==> src/rtl/wdog_pkg.sv <==
package wdog_pkg;

  localparam int SEL_W = 3;

  localparam int B_IDLE = 3;
  localparam int B_PIN  = 4;
  localparam int B_HW   = 5;
  localparam int B_RST  = 6;
  localparam int B_EN   = 7;

  localparam logic [7:0] KEY_FIRST  = 8'h1E;
  localparam logic [7:0] KEY_SECOND = 8'hE1;

  typedef struct packed {
    logic             running;
    logic             restart;
    logic             hw_mode;
    logic             pin_quiet;
    logic             idle_hold;
    logic [SEL_W-1:0] sel;
  } ctl_view_t;

  // last count value before expiry: base * 2^sel - 1
  function automatic int unsigned last_count(int unsigned base, logic [SEL_W-1:0] sel);
    return (base << sel) - 1;
  endfunction

endpackage

==> src/rtl/wdog_key.sv <==
module wdog_key
  import wdog_pkg::*;
(
  input  logic       clk,
  input  logic       rst_n,
  input  logic       key_wr,
  input  logic [7:0] key_wdata,
  input  logic       hw_mode,
  output logic       armed,
  output logic       key_hit
);

  logic seen_first;

  assign key_hit = key_wr && seen_first && (key_wdata == KEY_SECOND) && hw_mode;

  always_ff @(posedge clk or negedge rst_n) begin
    if (!rst_n) begin
      seen_first <= 1'b0;
      armed      <= 1'b0;
    end else begin
      if (key_wr) seen_first <= (key_wdata == KEY_FIRST);
      if (key_hit) armed <= 1'b1;
    end
  end


  arm_follows_key_chk: assert property (@(posedge clk) disable iff (!rst_n)
    key_hit |=> armed);


  arm_only_by_key_chk: assert property (@(posedge clk) disable iff (!rst_n)
    $rose(armed) |-> $past(key_wr) && ($past(key_wdata) == KEY_SECOND));

endmodule

==> src/rtl/wdog_ctl.sv <==
module wdog_ctl
  import wdog_pkg::*;
(
  input  logic             clk,
  input  logic             rst_n,
  input  logic             ctl_wr,
  input  logic [7:0]       ctl_wdata,
  input  logic             armed,
  output logic [SEL_W-1:0] sel,
  output logic             idle_hold,
  output logic             pin_quiet,
  output logic             hw_mode,
  output logic             run_en,
  output logic             sw_clr,
  output logic [7:0]       ctl_rdata
);

  logic      sw_en;
  logic      hw_locked;
  ctl_view_t view;

  assign hw_locked = hw_mode && armed;
  assign sw_clr    = ctl_wr && ctl_wdata[B_RST] && !hw_mode;
  assign run_en    = hw_mode ? armed : sw_en;

  always_ff @(posedge clk or negedge rst_n) begin
    if (!rst_n) begin
      sel       <= '0;
      idle_hold <= 1'b0;
      pin_quiet <= 1'b0;
      hw_mode   <= 1'b0;
      sw_en     <= 1'b0;
    end else if (ctl_wr) begin
      sel       <= ctl_wdata[SEL_W-1:0];
      idle_hold <= ctl_wdata[B_IDLE];
      pin_quiet <= ctl_wdata[B_PIN];
      sw_en     <= ctl_wdata[B_EN];
      if (!hw_locked) hw_mode <= ctl_wdata[B_HW];
    end
  end

  always_comb begin
    view.running   = run_en;
    view.restart   = 1'b0;
    view.hw_mode   = hw_mode;
    view.pin_quiet = pin_quiet;
    view.idle_hold = idle_hold;
    view.sel       = sel;
  end
  assign ctl_rdata = view;


  hw_mode_sticky_chk: assert property (@(posedge clk) disable iff (!rst_n)
    (hw_mode && armed) |=> hw_mode);

endmodule

==> src/rtl/wdog_count.sv <==
module wdog_count
  import wdog_pkg::*;
#(
  parameter int unsigned PERIOD_BASE = 16384,
  parameter int          CNT_W       = 21
) (
  input  logic             clk,
  input  logic             rst_n,
  input  logic             tick,
  input  logic             idle,
  input  logic             pdown,
  input  logic             idle_hold,
  input  logic             pin_quiet,
  input  logic             run_en,
  input  logic             clr,
  input  logic [SEL_W-1:0] sel,
  output logic             wd_rst_req,
  output logic             rst_pin_oe
);

  logic [CNT_W-1:0] cnt;
  logic [CNT_W-1:0] last;
  logic             active;
  logic             step;
  logic             expire;

  assign last   = CNT_W'(last_count(PERIOD_BASE, sel));
  assign active = run_en && !pdown && !(idle && idle_hold);
  assign step   = tick && active;
  assign expire = step && (cnt == last) && !clr;

  always_ff @(posedge clk or negedge rst_n) begin
    if (!rst_n) begin
      cnt        <= '0;
      wd_rst_req <= 1'b0;
      rst_pin_oe <= 1'b0;
    end else begin
      if (clr || expire) cnt <= '0;
      else if (step)     cnt <= cnt + 1'b1;
      wd_rst_req <= expire;
      rst_pin_oe <= expire && !pin_quiet;
    end
  end


  req_single_cycle_chk: assert property (@(posedge clk) disable iff (!rst_n)
    wd_rst_req |=> !wd_rst_req);


  pdown_hold_chk: assert property (@(posedge clk) disable iff (!rst_n)
    (pdown && !clr) |=> $stable(cnt));


  clear_to_zero_chk: assert property (@(posedge clk) disable iff (!rst_n)
    clr |=> (cnt == '0));


  pin_with_req_chk: assert property (@(posedge clk) disable iff (!rst_n)
    rst_pin_oe |-> wd_rst_req);

endmodule

==> src/rtl/wdog_top.sv <==
module wdog_top
  import wdog_pkg::*;
#(
  parameter int unsigned PERIOD_BASE = 16384
) (
  input  logic       clk,
  input  logic       rst_n,
  input  logic       tick,
  input  logic       idle,
  input  logic       pdown,
  input  logic       ctl_wr,
  input  logic [7:0] ctl_wdata,
  input  logic       key_wr,
  input  logic [7:0] key_wdata,
  output logic [7:0] ctl_rdata,
  output logic       wd_rst_req,
  output logic       rst_pin_oe
);

  localparam int CNT_W = $clog2(PERIOD_BASE) + (1 << SEL_W) - 1;

  logic [SEL_W-1:0] sel;
  logic             idle_hold;
  logic             pin_quiet;
  logic             hw_mode;
  logic             run_en;
  logic             sw_clr;
  logic             armed;
  logic             key_hit;
  logic             cnt_clr;

  assign cnt_clr = sw_clr || key_hit;

  wdog_ctl u_ctl (
    .clk       (clk),
    .rst_n     (rst_n),
    .ctl_wr    (ctl_wr),
    .ctl_wdata (ctl_wdata),
    .armed     (armed),
    .sel       (sel),
    .idle_hold (idle_hold),
    .pin_quiet (pin_quiet),
    .hw_mode   (hw_mode),
    .run_en    (run_en),
    .sw_clr    (sw_clr),
    .ctl_rdata (ctl_rdata)
  );

  wdog_key u_key (
    .clk       (clk),
    .rst_n     (rst_n),
    .key_wr    (key_wr),
    .key_wdata (key_wdata),
    .hw_mode   (hw_mode),
    .armed     (armed),
    .key_hit   (key_hit)
  );

  wdog_count #(
    .PERIOD_BASE (PERIOD_BASE),
    .CNT_W       (CNT_W)
  ) u_count (
    .clk        (clk),
    .rst_n      (rst_n),
    .tick       (tick),
    .idle       (idle),
    .pdown      (pdown),
    .idle_hold  (idle_hold),
    .pin_quiet  (pin_quiet),
    .run_en     (run_en),
    .clr        (cnt_clr),
    .sel        (sel),
    .wd_rst_req (wd_rst_req),
    .rst_pin_oe (rst_pin_oe)
  );


  running_needs_key_chk: assert property (@(posedge clk) disable iff (!rst_n)
    (hw_mode && ctl_rdata[B_EN]) |-> armed);

endmodule

==> config.mk <==
export PLATFORM = sky130hd
export DESIGN_NAME = wdog_top
export DESIGN_NICKNAME = d
export VERILOG_FILES = /design/src/rtl/wdog_pkg.sv /design/src/rtl/wdog_key.sv /design/src/rtl/wdog_ctl.sv /design/src/rtl/wdog_count.sv /design/src/rtl/wdog_top.sv
export SDC_FILE = /design/constraint.sdc
export NUM_CORES = 1
export LEC_CHECK = 0
export ABC_AREA = 1
export BUFFER_PORTS_ARGS = -buffer_cell sky130_fd_sc_hd__buf_2
export CORE_ASPECT_RATIO = 1.25
export CORE_MARGIN = 2
export CORE_UTILIZATION = 40
export CTS_BUF_LIST = sky130_fd_sc_hd__clkbuf_4 sky130_fd_sc_hd__clkbuf_8
export DETAILED_ROUTE_END_ITERATION = 10
export GPL_TIMING_DRIVEN = 0
export SYNTH_ARGS = -nofsm -noshare
export SYNTH_HDL_FRONTEND = slang
export SYNTH_HIERARCHICAL = 1
export SYNTH_SLANG_ARGS = --single-unit
export TNS_END_PERCENT = 20
==> constraint.sdc <==
create_clock -name clk -period 1.9 [get_ports clk]
set_input_delay 0.38 -clock clk [delete_from_list [all_inputs] [get_ports clk]]
set_output_delay 0.38 -clock clk [all_outputs]
set_load 0.005 [all_outputs]
Word level (Yosys, flattened, before mapping)

Cells that the tools add are included.

Register bits: 32
Input bits: 23
Output and inout port bits: 10
Logic and storage cells: 42

Add/sub/neg operators: 2
Eq/ne operators: 3
Shifts and indexed selects: 1
Multiplexer cells: 3
Bitwise logic cells: 1
Reduce and logical (&&, ||, !) cells: 22

Operators with widths:

| operator                | count |
|---|---|
| $mux W21                | 2 |
| $add A21 B1 Y21 const B | 1 |
| $eq A21 B21 Y1          | 1 |
| $shl A15 B3 Y21 const A | 1 |
| $sub A21 B1 Y21 const B | 1 |
| $logic_and A1 B1 Y1     | 13 |
| $eq A8 B5 Y1 const B    | 1 |
| $eq A8 B8 Y1 const B    | 1 |
| $logic_not A1 Y1        | 5 |
| $logic_or A1 B1 Y1      | 2 |
| $reduce_and A2 Y1       | 1 |
| $reduce_bool A2 Y1      | 1 |
| $mux W1                 | 1 |
| $not A1 Y1              | 1 |

Logic depth before layout (Yosys ltp)

Gate-level depths: netlist of run 1.

Depth in word-level cells: 8
Depth in mapped cells: 12
Depth with buffers taken out: 10

Cells and area by module

The synthesis of run 1 kept the hierarchy.

By module, submodules not included:

| module     | instances | cells an instance | area each (um2) | seq. area each (um2) |
|---|---|---|---|---|
| wdog_count | 1         | 199               | 1463.9          | 575.6 |
| wdog_ctl   | 1         | 45                | 365.4           | 175.2 |
| wdog_key   | 1         | 28                | 151.4           | 50.0 |
| wdog_top   | 1         | 3                 | 11.3            | 0.0 |

Worst setup path after synthesis of run 1

No wires, ideal clock.

Path type: flip-flop to flip-flop
From: register u_ctl.hw_mode
To: register u_count.cnt[10]
Library setup time: 0.121 ns
Arrival time: 1.625 ns
Required time: 1.779 ns
Setup slack: 0.154 ns
Stages on the path, launching flop included: 10
Path buffers: 1
Period minus slack after synthesis: 1.746 ns
Cell sequence: dfrtp_1 o21ai_0 nand4_4 inv_2 nand2_1 nor2_1 nand3_2 nand2_2 buf_6 nor2_2

Longest elaborated chain between the ends: 8
Elaborated cells on any way between the ends: 14
Classes of those cells: 2 x mux; 12 x reduce/logical

Ends and longest elaborated chain:

| element                                        | line             | text |
|---|---|---|
| start, declared                                | wdog_ctl.sv:12   | `output logic hw_mode,` |
| start signal, assigned                         | wdog_ctl.sv:38   | `if (!hw_locked) hw_mode <= ctl_wdata[B_HW];` |
| $mux W1 (*)                                    | wdog_ctl.sv:24   | `assign run_en = hw_mode ? armed : sw_en;` |
| named net run_en                               | wdog_top.sv:26   | `logic run_en;` |
| $logic_and A1 B1 Y1 (*) (2 in series)          | wdog_count.sv:28 | `assign active = run_en && !pdown && !(idle && idle_hold);` |
| $logic_and A1 B1 Y1 (*)                        | wdog_count.sv:29 | `assign step = tick && active;` |
| $logic_and A1 B1 Y1 (2 in series)              | wdog_count.sv:30 | `assign expire = step && (cnt == last) && !clr;` |
| $logic_or A1 B1 Y1                             | wdog_count.sv:38 | `if (clr \|\| expire) cnt <= '0;` |
| $mux W21 or $reduce_bool A2 Y1 (tied branches) | --               |  |
| end signal, assigned                           | wdog_count.sv:39 | `else if (step) cnt <= cnt + 1'b1;` |
| end, declared                                  | wdog_count.sv:21 | `logic [CNT_W-1:0] cnt;` |

Mark *: on every way through the listed nets, which the timed path passes. The rest lies on a longest branch.
A chain may end at the register's enable or synchronous reset.

Worst setup path after layout of run 1

From: register u_ctl.hw_mode
To: register u_count.cnt[12]

The elaborated chain is that of the path after synthesis.

==> metrics, run 1 <==
largest net degree at the start of global routing=33; CP Max Fanout=10; vias in the first global route=1656; top cell type's share of synthesized area=0.402; Via-to-Cell Ratio=4.48; combinational power share=0.190; most common cell after layout, fill and taps aside=nand2_1; status=finished, final reports clean; fin area=0.00232 sq mm; Pwr per Cell Area=709 mW/mm^2; R2R depth=9; period utilization=0.887; unrepaired setup endpoints after global routing=false; Final HPWL DP=2890 microns; Initial Util=0.418; die width=67.1 microns; Clock Pin Slew Worst Setup and Hold Paths=60 ps; Hold Vio Cnt, Final=0; Switching Share=0.297; gr ovfl total=0; DRT iter0 DRCs=50; Worst Hold Class=in -> async; Critical Path RT=2070 ps; Seq/Total Area, Yosys=0.402; Overall Power=1.65 mW; Placed Instances=366; Core Util, Final=0.488; H-Tree Level Count=2; Seq pwr share=0.509; Fin Hold WS=150 ps; wire per inst=10.1 microns; cts bufs inserted=5; Synth Warn #=6; Vias=1680; Syn Nets=299; R2R Path Start=u_ctl/hw_mode; Slew @ Worst Pin=713 ps; syn_area_per_cell=7.24 sq um; final std cells w/o fill=375; final worst path period need=1690 ps; nets@finish=339; CTS tree=done; WL final=3790 microns; Clk pwr share=0.301; TNS Setup=0 ps; Area after DPL=0.00222 sq mm; Top Ports=33; CP Class=reg -> reg; total leakage power=1.26 nW; die area=0.00556 sq mm; crit start category=register; Switch Pwr=489 uW; Slew headroom=0.525; count of cell types in the netlist=24; Core ar.=0.00476 sq mm; Post-Syn Instances=275; clk_skew=5.11 ps; Internal=1.16 mW; area grow syn2layout=16.7%; #FFs+latches synth=32; Worst VDD drop=0.383 mV; Slew Limit Fails=0; Fmax achieved=593 MHz; Reg-to-Reg End=u_count/cnt[12]; count of final setup violators=0; Placer Congestion=0.788; pre-CTS setup slack=-147 ps; nature of the critical path endpoint=register; DRC viols=0; Port Buf Inserts=31; Synth area leaders=dfrtp_1 40%, nand2_1 15%, inv_1 7.2%; most frequent cells in the layout=81 x nand2_1, 38 x inv_1, 38 x nor2_1; root buffer cell=clkbuf_8; initial antenna violation count=0; Cell Rows=28; Mapped Area=0.00199 sq mm; share of layout cells above drive strength 1=0.251; DRT Pass-1 Iters=4; worst setup margin=214 ps; first-pass GRT wire length=7020 microns; flop-to-flop setup slack=210 ps; Total GRT Usage=0.160; clk buf depth=2; Ant. Diodes=0; worst endpoint data arrival time=1850 ps; Synth area leader=dfrtp_1; Die Ht=82.9 microns; latest clock arrival within the worst-skew pair=280 ps; clock net sink count=32; Routed Antenna Nets=0; MaxCap Viol Count=0
worst max-delay path: stages, from the launching register on:
cell and delay (ps):
dfrtp_1 450, o21ai_2 230, nand4_4 140, inv_4 130, nand2_1 60, nor2_1 110
nand3_2 120, nand2_2 110, buf_6 180, nor2_2 40
flip-flops by register name, summed over array words and instances, names as in the netlist:
signal              cells
u_ctl/sel               3
u_ctl/hw_mode           1
u_ctl/sw_en             1
u_ctl/idle_hold         1
u_ctl/pin_quiet         1
u_count/rst_pin_oe      1
u_key/armed             1
u_count/wd_rst_req      1
u_key/seen_first        1
u_count/cnt            21
metal layers:
metal,track usage,share of wire
met1,0.187,0.44
met2,0.276,0.49
met3,0.0379,0.043
met4,0.0594,0.022
met5,0,0
power by group through the flow:
stage               Sequential, mW  Combinational (mW)  Clock [mW]
floorplan                    0.833               0.231           0
global placement             0.850               0.306           0
detailed placement           0.852               0.311           0
CTS                          0.840               0.314       0.520
global route                 0.851               0.375       0.555
finish                       0.839               0.313       0.497
cells in the mapped netlist:
cell type,number
a21oi_1,1
buf_2,2
buf_4,8
buf_6,3
conb_1,1
dfrtp_1,32
ha_1,1
inv_1,38
inv_2,2
nand2_1,81
nand2_2,5
nand3_1,13
nand3_2,1
nand4_1,8
nand4_2,1
nand4_4,1
nor2_1,38
nor2_2,14
nor2_4,1
nor3_1,3
o21ai_0,3
o21ai_1,2
xnor2_1,7
xor2_1,9
how the worst max path moves through the flow:
| stage | start | end | cells past startpoint |
|---|---|---|---|
| 2_1_floorplan | u_ctl/hw_mode | u_count/cnt[10] | 9 |
| 3_3_place_gp | u_ctl/hw_mode | u_count/cnt[16] | 9 |
| 3_5_place_dp | u_ctl/hw_mode | u_count/cnt[12] | 9 |
| 4_1_cts | u_ctl/hw_mode | u_count/cnt[12] | 9 |
| 5_1_grt | u_ctl/sel[2] | u_count/cnt[10] | 10 |
| 6_report | u_ctl/hw_mode | u_count/cnt[12] | 9 |
cell type report:
| class | instances | area [sq um] |
|---|---|---|
| flip-flops and latches | 32 | 801 |
| multi-input cells | 190 | 941 |
| clock inverters | 1 | 5.00 |
| well taps | 60 | 75.1 |
| fillers | 521 | 2440 |
| repair buffers | 33 | 170 |
| plain buffers | 13 | 104 |
| inverters | 40 | 153 |
| clock buffers | 6 | 76.3 |
cell families (layout without fill, tap and decap cells):
kind of cell | after synthesis | in the layout | synth area share
compound gates | 6 | 6 | 0.0151
xor+xnor | 16 | 16 | 0.0704
fa+ha+maj | 1 | 1 | 0.00628
buf+inv | 53 | 93 | 0.128
flops | 32 | 32 | 0.402
other cells | 1 | 1 | 0.00188
simple gates | 166 | 166 | 0.377
what timing repair did:
item                       CTS  global route
gates resized for setup      2             1
pin swaps                    0             1
buffers inserted             0             2
hold endpoints to repair     0             0
setup endpoints to repair   21            20
hold buffers                 0             0
(Power assumes the default switching activity.)
==> inputs of run 2 (changes only) <==
--- a/config.mk
+++ b/config.mk
@@ -10,7 +10,6 @@
 export CORE_ASPECT_RATIO = 1.25
 export CORE_MARGIN = 2
 export CORE_UTILIZATION = 40
-export CTS_BUF_LIST = sky130_fd_sc_hd__clkbuf_4 sky130_fd_sc_hd__clkbuf_8
 export DETAILED_ROUTE_END_ITERATION = 10
 export GPL_TIMING_DRIVEN = 0
 export SYNTH_ARGS = -nofsm -noshare
==> run 2 against run 1 <==
- sequential share of layout area increased by 0.056 points
- via count unchanged
- die area unchanged
- highest routed layer unchanged
==> metrics, run 2 (synthesis results as in run 1) <==
fin area=0.00232 sq mm (-0.16%); clock net sink count=32 (unchanged); Fmax achieved=592 MHz (-0.19%); Internal=1.15 mW (-1.2%); Final HPWL DP=2890 microns (unchanged); most common cell after layout, fill and taps aside=nand2_1; Clk pwr share=0.295 (-0.006); Area after DPL=0.00222 sq mm (unchanged); Core ar.=0.00476 sq mm (unchanged); Top Ports=33 (unchanged); total leakage power=1.26 nW (-0.27%); Clock Pin Slew Worst Setup and Hold Paths=60 ps (about the same); Slew @ Worst Pin=711 ps (-1.81 ps); Seq pwr share=0.513 (+0.004); die width=67.1 microns (unchanged); clk_skew=5.38 ps (+0.264 ps); Initial Util=0.418 (unchanged); Total GRT Usage=0.160 (unchanged); CP Class=reg -> reg; Worst VDD drop=0.324 mV (-16%); count of final setup violators=0 (unchanged); combinational power share=0.192 (+0.002); die area=0.00556 sq mm (unchanged); area grow syn2layout=16.5%; root buffer cell=clkbuf_8; DRT Pass-1 Iters=4 (unchanged); worst endpoint data arrival time=1860 ps (about the same); Slew Limit Fails=0 (unchanged); Worst Hold Class=in -> async; Largest Register=u_count/cnt; cts bufs inserted=5 (unchanged); Routed Antenna Nets=0 (unchanged); Fin Hold WS=149 ps (-1.17 ps); max reg flops=21 (unchanged); Core Util, Final=0.487 (-0.000788); MaxCap Viol Count=0 (unchanged); WL final=3800 microns (+0.40%); period utilization=0.889 (+0.00171); Die Ht=82.9 microns (unchanged); DRC viols=0 (unchanged); clk buf depth=2 (unchanged); crit start category=register; Placer Congestion=0.788 (unchanged); DRT iter0 DRCs=42 (-16%); Placed Instances=366 (unchanged); CTS tree=done; Cell Rows=28 (unchanged); final worst path period need=1690 ps (+3.24 ps); CP Max Fanout=10 (unchanged); nets@finish=339 (unchanged); nature of the critical path endpoint=register; first-pass GRT wire length=7020 microns (unchanged); biggest regs=u_count/cnt x21, u_ctl/sel x3; latest clock arrival within the worst-skew pair=280 ps (about the same); Pwr per Cell Area=705 mW/mm^2 (-0.61%); final std cells w/o fill=375 (unchanged); Ant. Diodes=0 (unchanged); vias in the first global route=1655 (-0.060%); Port Buf Inserts=31 (unchanged); unrepaired setup endpoints after global routing=false; wire per inst=10.1 microns (+0.40%); gr ovfl total=0 (unchanged); initial antenna violation count=0 (unchanged); Switch Pwr=491 uW (+0.30%); Hold Vio Cnt, Final=0 (unchanged); Critical Path RT=2070 ps (about the same); H-Tree Level Count=2 (unchanged); hold_buf cts=0 (unchanged); largest net degree at the start of global routing=33 (unchanged); Vias=1680 (unchanged); Slew headroom=0.526 (+0.00121); Via-to-Cell Ratio=4.48 (unchanged); share of layout cells above drive strength 1=0.248 (-0.00317); most frequent cells in the layout=81 x nand2_1, 38 x inv_1, 38 x nor2_1; Switching Share=0.300 (+0.00321); TNS Setup=0 ps (unchanged); status=finished, final reports clean
## run 2: changes by cell type in the layout (fill, tap and decap cells not counted)
cell and delta:
clkbuf_4 -1, clkbuf_1 +1
## run 2: worst paths after layout
path / startpoint / endpoint / slack, ps / cells after the start
max: u_ctl/hw_mode / u_count/cnt[12] / 210 / 9
min: rst_n / u_ctl/hw_mode / 150 / 1
max reg2reg: u_ctl/hw_mode / u_count/cnt[12] / 210 / 9
min reg2reg: u_ctl/pin_quiet / u_count/rst_pin_oe / 460 / 1
max in group asynchronous: rst_n / u_count/cnt[18] / 1290 / 1
min in group clk: ctl_wdata[1] / u_ctl/sel[1] / 290 / 3
## run 2: area by class of cell
cell class | count | area [sq um]
fillers | 522 | 2440
multi-input cells | 190 | 941
flip-flops and latches | 32 | 801
repair buffers | 33 | 170
inverters | 40 | 153
plain buffers | 13 | 104
well taps | 60 | 75.1
clock buffers | 6 | 72.6
clock inverters | 1 | 5.00
## run 2: layer usage
| layer | part of all wire | GRT usage | vias to the layer above |
|---|---|---|---|
| met4 | 0.022 | 0.0594 | 0 |
| met2 | 0.49 | 0.275 | 37 |
| met5 | 0 | 0 | - |
| met1 | 0.45 | 0.188 | 739 |
| met3 | 0.042 | 0.0379 | 8 |
| li1 | - | - | 896 |
## run 2: power groups by stage
stage,clock [mW],sequential (mW),combinational [mW]
6_report,0.483,0.840,0.314
5_1_grt,0.540,0.851,0.375
4_1_cts,0.506,0.840,0.314
3_5_place_dp,0,0.852,0.311
3_3_place_gp,0,0.850,0.306
2_1_floorplan,0,0.833,0.231
## run 2: per-stage QoR
stage | power [mW] | setup WS [ps]
after floorplan | 1.06 | 154
after global placement | 1.16 | -155
after detailed placement | 1.16 | -147
after CTS | 1.66 | 24.6
after global routing | 1.77 | 70.7
final | 1.64 | 211
## run 2: worst max-delay path: stages, from the launching register on
cell and delay [ps]:
dfrtp_1 450, o21ai_2 230, nand4_4 140, inv_4 130
nand2_1 60, nor2_1 110, nand3_2 120, nand2_2 110
buf_6 180, nor2_2 40
## run 2: repair_timing
| action | CTS | global route |
|---|---|---|
| gates resized for setup | 2 | 1 |
| hold endpoints to repair | 0 | 0 |
| buffers inserted | 0 | 2 |
| pin swaps | 0 | 1 |
| setup endpoints to repair | 21 | 20 |
